File: src/rtl/vms_pkg.sv
package vms_pkg;
    localparam int MODE_W = 3;
    localparam int NUM_MODES = 5;

    typedef enum logic [MODE_W-1:0] {
        MD_V1  = 3'd0,
        MD_V2  = 3'd1,
        MD_V3  = 3'd2,
        MD_V4  = 3'd3,
        MD_OSC = 3'd4
    } mode_e;
endpackage

File: src/rtl/vms_step.sv
module vms_step
    import vms_pkg::*;
#(
    parameter int FB_W   = 12,
    parameter int DN_01  = 1400,
    parameter int DN_12  = 1200,
    parameter int DN_23  = 900,
    parameter int DN_34  = 800,
    parameter int UP_10  = 2000,
    parameter int UP_21  = 1800,
    parameter int UP_32  = 1600,
    parameter int UP_43  = 1400
) (
    input  mode_e           cur_i,
    input  logic [FB_W-1:0] fb_i,
    output mode_e           nxt_o
);
    localparam int NB = NUM_MODES - 1;
    localparam int DN_TAB [NB] = '{DN_01, DN_12, DN_23, DN_34};
    localparam int UP_TAB [NB] = '{UP_10, UP_21, UP_32, UP_43};

    logic [NB-1:0] go_dn;
    logic [NB-1:0] go_up;

    // Boundary k separates mode k (heavier) from mode k+1 (lighter).
    for (genvar k = 0; k < NB; k++) begin : g_bnd
        assign go_dn[k] = (cur_i == mode_e'(k))
                        && (int'(fb_i) < DN_TAB[k]);
        assign go_up[k] = (cur_i == mode_e'(k + 1))
                        && (int'(fb_i) > UP_TAB[k]);
    end

    always_comb begin
        nxt_o = cur_i;
        if (|go_dn) begin
            nxt_o = mode_e'(cur_i + 3'd1);
        end else if (|go_up) begin
            nxt_o = mode_e'(cur_i - 3'd1);
        end
    end
endmodule

File: src/rtl/vms_setpoint.sv
module vms_setpoint
    import vms_pkg::*;
#(
    parameter int FB_W    = 12,
    parameter int SP_W    = 10,
    parameter int IPK_MAX = 800,
    parameter int FLR_PM  = 175
) (
    input  mode_e           mode_i,
    input  logic [FB_W-1:0] fb_i,
    output logic [SP_W-1:0] sp_o,
    output logic            frz_o
);
    localparam int FLOOR = (IPK_MAX * FLR_PM) / 1000;
    localparam logic [SP_W-1:0] MAX_C = SP_W'(IPK_MAX);
    localparam logic [SP_W-1:0] FLR_C = SP_W'(FLOOR);

    logic [SP_W-1:0] quarter;

    assign quarter = fb_i[FB_W-1:2];

    always_comb begin
        frz_o = (mode_i == MD_OSC);
        if (frz_o) begin
            sp_o = (quarter < FLR_C) ? FLR_C : quarter;
        end else begin
            sp_o = (quarter > MAX_C) ? MAX_C : quarter;
        end
    end
endmodule

File: src/rtl/valley_mode_sel.sv
module valley_mode_sel
    import vms_pkg::*;
#(
    parameter int FB_W    = 12,
    parameter int IPK_MAX = 800,
    parameter int FLR_PM  = 175
) (
    input  logic              clk,
    input  logic              rst_n,
    input  logic              fb_vld_i,
    input  logic [FB_W-1:0]   fb_mv_i,
    output logic [2:0]        mode_o,
    output logic              mode_chg_o,
    output logic              sp_freeze_o,
    output logic [FB_W-3:0]   ipk_sp_o
);
    localparam int SP_W  = FB_W - 2;
    localparam int FLOOR = (IPK_MAX * FLR_PM) / 1000;

    typedef struct packed {
        mode_e           mode;
        logic            chg;
        logic            frz;
        logic [SP_W-1:0] sp;
    } state_t;

    state_t s_d, s_q;
    mode_e  step_nxt;
    logic [SP_W-1:0] sp_nxt;
    logic   frz_nxt;

    vms_step #(.FB_W(FB_W)) u_step (
        .cur_i (s_q.mode),
        .fb_i  (fb_mv_i),
        .nxt_o (step_nxt)
    );

    vms_setpoint #(
        .FB_W(FB_W), .SP_W(SP_W), .IPK_MAX(IPK_MAX), .FLR_PM(FLR_PM)
    ) u_sp (
        .mode_i (step_nxt),
        .fb_i   (fb_mv_i),
        .sp_o   (sp_nxt),
        .frz_o  (frz_nxt)
    );

    always_comb begin
        s_d     = s_q;
        s_d.chg = 1'b0;
        if (fb_vld_i) begin
            s_d.mode = step_nxt;
            s_d.chg  = (step_nxt != s_q.mode);
            s_d.frz  = frz_nxt;
            s_d.sp   = sp_nxt;
        end
    end

    always_ff @(posedge clk) begin
        if (!rst_n) begin
            s_q.mode <= MD_V1;
            s_q.chg  <= 1'b0;
            s_q.frz  <= 1'b0;
            s_q.sp   <= SP_W'(IPK_MAX);
        end else begin
            s_q <= s_d;
        end
    end

    assign mode_o      = s_q.mode;
    assign mode_chg_o  = s_q.chg;
    assign sp_freeze_o = s_q.frz;
    assign ipk_sp_o    = s_q.sp;


    mode_legal_chk: assert property (@(posedge clk) disable iff (!rst_n)
        mode_o <= 3'd4);


    one_step_chk: assert property (@(posedge clk) disable iff (!rst_n)
        fb_vld_i |=> ((mode_o == $past(mode_o)) ||
                      (mode_o == $past(mode_o) + 3'd1) ||
                      (mode_o + 3'd1 == $past(mode_o))));


    idle_hold_chk: assert property (@(posedge clk) disable iff (!rst_n)
        !fb_vld_i |=> ($stable(mode_o) && $stable(ipk_sp_o) && !mode_chg_o));


    chg_pulse_chk: assert property (@(posedge clk) disable iff (!rst_n)
        mode_chg_o |-> (mode_o != $past(mode_o)));


    osc_floor_chk: assert property (@(posedge clk) disable iff (!rst_n)
        sp_freeze_o |-> (int'(ipk_sp_o) >= FLOOR));


    valley_cap_chk: assert property (@(posedge clk) disable iff (!rst_n)
        !sp_freeze_o |-> (int'(ipk_sp_o) <= IPK_MAX));
endmodule

File: config.mk
export PLATFORM = sky130hd
export DESIGN_NAME = valley_mode_sel
export DESIGN_NICKNAME = d
export VERILOG_FILES = /design/src/rtl/vms_pkg.sv /design/src/rtl/vms_step.sv /design/src/rtl/vms_setpoint.sv /design/src/rtl/valley_mode_sel.sv
export SDC_FILE = /design/constraint.sdc
export NUM_CORES = 1
export LEC_CHECK = 0
export BUFFER_PORTS_ARGS = -buffer_cell sky130_fd_sc_hd__buf_2
export CAP_MARGIN = 15
export CORE_MARGIN = 1
export CORE_UTILIZATION = 52
export CTS_CLUSTER_DIAMETER = 40
export DETAILED_ROUTE_END_ITERATION = 8
export GPL_ROUTABILITY_DRIVEN = 0
export GPL_TIMING_DRIVEN = 0
export PLACE_DENSITY_LB_ADDON = 0.3
export SLEW_MARGIN = 10
export SYNTH_ARGS = -nofsm -noshare
export SYNTH_HDL_FRONTEND = slang
export SYNTH_SLANG_ARGS = --single-unit
export TNS_END_PERCENT = 20
File: constraint.sdc
create_clock -name clk -period 2.8 [get_ports clk]
set_input_delay 0.14 -clock clk [delete_from_list [all_inputs] [get_ports clk]]
set_output_delay 0.14 -clock clk [all_outputs]
set_load 0.01 [all_outputs]
==> flow_summary.ini <==
[synth]
syn_inst = 141
synth.ff_latch_count = 15
ys_seq_area_frac = 0.259
syn_nets = 162
syn-mean-instance-area_um2 = 8.23
number_of_flops_mapped_to_enable_cells_by_yosys = 0
synthesis.yosys.warnings = 0
yosys.cell_types.count = 48
fraction_of_synthesis_flops_using_an_asynchronous_set_or_reset_pin = 0
ys_flop_type = dfxtp_1
synth_area_mm2 = 0.00116

[setup_path]
timing.critical_path.slowest_stage_cell = dfxtp_1
worstSetupStartpointType = flop
timing.setup.critical_path_class = reg2reg
timing.critical_path.fanout_max = 6
cp_cell_sequence = inv_1 -> ha_1 -> inv_1 -> a2111oi_1 -> a22o_2 -> nor4_1 -> a211o_1 -> a221oi_4 -> nand2_2 -> a311o_1
endpoint_kind = flop
critPathMaxStageDelay_ns = 0.37
worst_path_most_repeated_cell = inv_1
r2r_cells = 10
required_time_at_the_worst_slack_endpoint_ns = 2.97
crit_arrival_ns = 2.88

[place]
dp_worst_setup_slack_ns = -0.0989
numPlacedInstances = 196
place.detailed.hpwl_um = 2100
placed_cell_area_mm2 = 0.00134
io_buffers = 28

[routing]
drt_pass1_iterations = 5
vias = 1196
routed_wirelength_um = 2940
dr.first_iter.drc_count = 77
routedWlPerCell_um = 14.3
route.detailed.drc = 0
vias_per_cell = 5.83
antenna_violating_nets_post_route = 0

[finish]
flow.area_growth_from_synthesis_pct = 21.8
layout.cell_area.non_filler_mm2 = 0.00141
fin_nets = 200
antenna_diode_count = 0
layout.cells.non_filler = 205
final_layout_size_suffix_gt1_frac = 0.303

[grt]
antenna_found_initial = 0
grt_util_all_layers = 0.250
grt_pass1_vias = 1036
global_route_wire_length_before_repair_um = 4810
grt_max_degree = 11
grt-ovfl-total = 0

[sta]
period_needed_ns = 2.70
timing.final.hold_violations = 0
final-max-slew-violation-count = 0
pin_slew_with_the_least_headroom_to_its_limit_ns = 0.453
finalCritPeriodShare = 0.966
worst_slack_ns = 0.0951
fin_tns_setup_ns = 0
finalClockSkew_ns = 0.00219
clock.fmax_mhz = 370
slew_headroom = 0.698
setup_viol = 0

[power]
power.static_leakage_nw = 0.623
pwr_density_cell_mw_per_mm2 = 753
power_mw = 1.06
power.ir.vdd_worst_mv = 0.585

[run_status]
status = finished, final reports clean

[flow_run]
timing.max_cap.violations = 0

[die]
die_y_um = 49.3
core-area_mm2 = 0.00202
fp.dieW_um = 49.3
initial_utilization = 0.574
design.portCount = 30
std_cell_rows = 16
die-area_mm2 = 0.00243

[clock_network]
cts_buffer_depth = 2
ctsRootBufferMaster = clkbuf_4
tritoncts.num_buffers = 3
cts_tree = built
clock_latency_ns = 0.28
cts.sink_count = 15
cts.reportedPaths.clkPinSlew_ns = 0.09
ctsHtreeMaxLevel = 1
postCtsHoldBufs = 0

[min_path]
holdPathStages = 2
min_path_type = in2reg
==> per-layer routing <==
| layer | share of wire | GRT usage | vias to the layer above | wire, um |
|---|---|---|---|---|
| met3 | 0.068 | 0.0187 | 4 | 200 |
| met2 | 0.47 | 0.409 | 72 | 1370 |
| li1 | - | - | 594 | - |
| met5 | 0 | 0 | - | 0 |
| met1 | 0.45 | 0.348 | 526 | 1330 |
| met4 | 0.012 | 0.0735 | 0 | 35 |
==> timing repair <==
action | in CTS | in global routing
pin swaps | 1 | 2
endpoints found under the setup margin | 7 | 7
gates resized for setup | 0 | 4
setup buffers | 3 | 2
==> worst paths after layout <==
kind | from | end | slack (ns)
hold reg to reg | ipk_sp_o[1] | ipk_sp_o[1] | 0.46
setup reg to reg | mode_o[0] | ipk_sp_o[5] | 0.1
hold / removal | rst_n | ipk_sp_o[9] | 0.10
setup / recovery | mode_o[0] | ipk_sp_o[5] | 0.1
==> report_power, final <==
group          total (mW)  switching [mW]  internal (mW)
Combinational       0.654           0.358          0.296
Sequential          0.290          0.0339          0.256
Clock               0.120          0.0672         0.0530
==> per-stage QoR <==
stage / hold slack, ns / utilization
2_1_floorplan: 0.202 / -
4_1_cts: 0.0937 / 0.685
5_1_grt: 0.0974 / 0.699
6_report: 0.101 / 0.699
3_3_place_gp: 0.374 / 0.660
3_5_place_dp: 0.384 / 0.660
==> worst max-delay path, delay by kind of cell (launching register included) <==
kind	cells	cell delay, ns
buf+inv	2	0.22
simple gates	2	0.18
compound gates	5	1.62
flops	1	0.37
fa+ha+maj	1	0.21
==> cell type report <==
class / count / area, um2
clock inverter: 1 / 5.00
fill: 180 / 608
buffer: 8 / 38.8
multi-input combinational: 109 / 802
timing repair buffer: 33 / 178
inverter: 9 / 33.8
tap: 27 / 33.8
sequential: 15 / 300
clock buffer: 3 / 22.5
==> logic make-up after synthesis <==
family          share of synthesized area
simple gates                        0.293
flops                               0.259
mux                                0.0431
buf+inv                            0.0625
xor+xnor                           0.0151
fa+ha+maj                          0.0647
compound gates                      0.263
==> cells in the final DEF, fill, tap and decap left out, types with 2 or more instances in the layout <==
cell,synthesis,routed
o31ai_1,6,6
nand3_1,2,2
nor2b_1,6,6
nand4_1,3,3
nor3_1,4,4
a31oi_1,2,2
inv_1,9,9
xnor2_1,2,2
clkbuf_1,3,3
nor2_1,8,8
a21oi_2,1,2
buf_4,1,6
buf_2,4,32
a311oi_1,4,4
mux2i_1,5,5
dfxtp_1,15,15
and2_1,6,6
a21oi_1,5,4
nand2_1,20,20
clkbuf_4,0,3
ha_1,6,5
==> state kept, by name (all words and copies together) (netlist names) <==
name	cells
mode_o	3
sp_freeze_o	1
mode_chg_o	1
ipk_sp_o	10
==> synth_stat cells (all sizes together), types with 4 or more instances <==
cell	count	share of area
a21oi	6	0.029
and2	7	0.040
buf	5	0.024
ha	6	0.065
nor3	5	0.026
o31ai	7	0.057
mux2i	5	0.043
nand2	21	0.070
dfxtp	15	0.26
inv	9	0.029
a311oi	4	0.030
nor2	8	0.026
nor2b	6	0.032
Power figures use the tool's default switching activity.
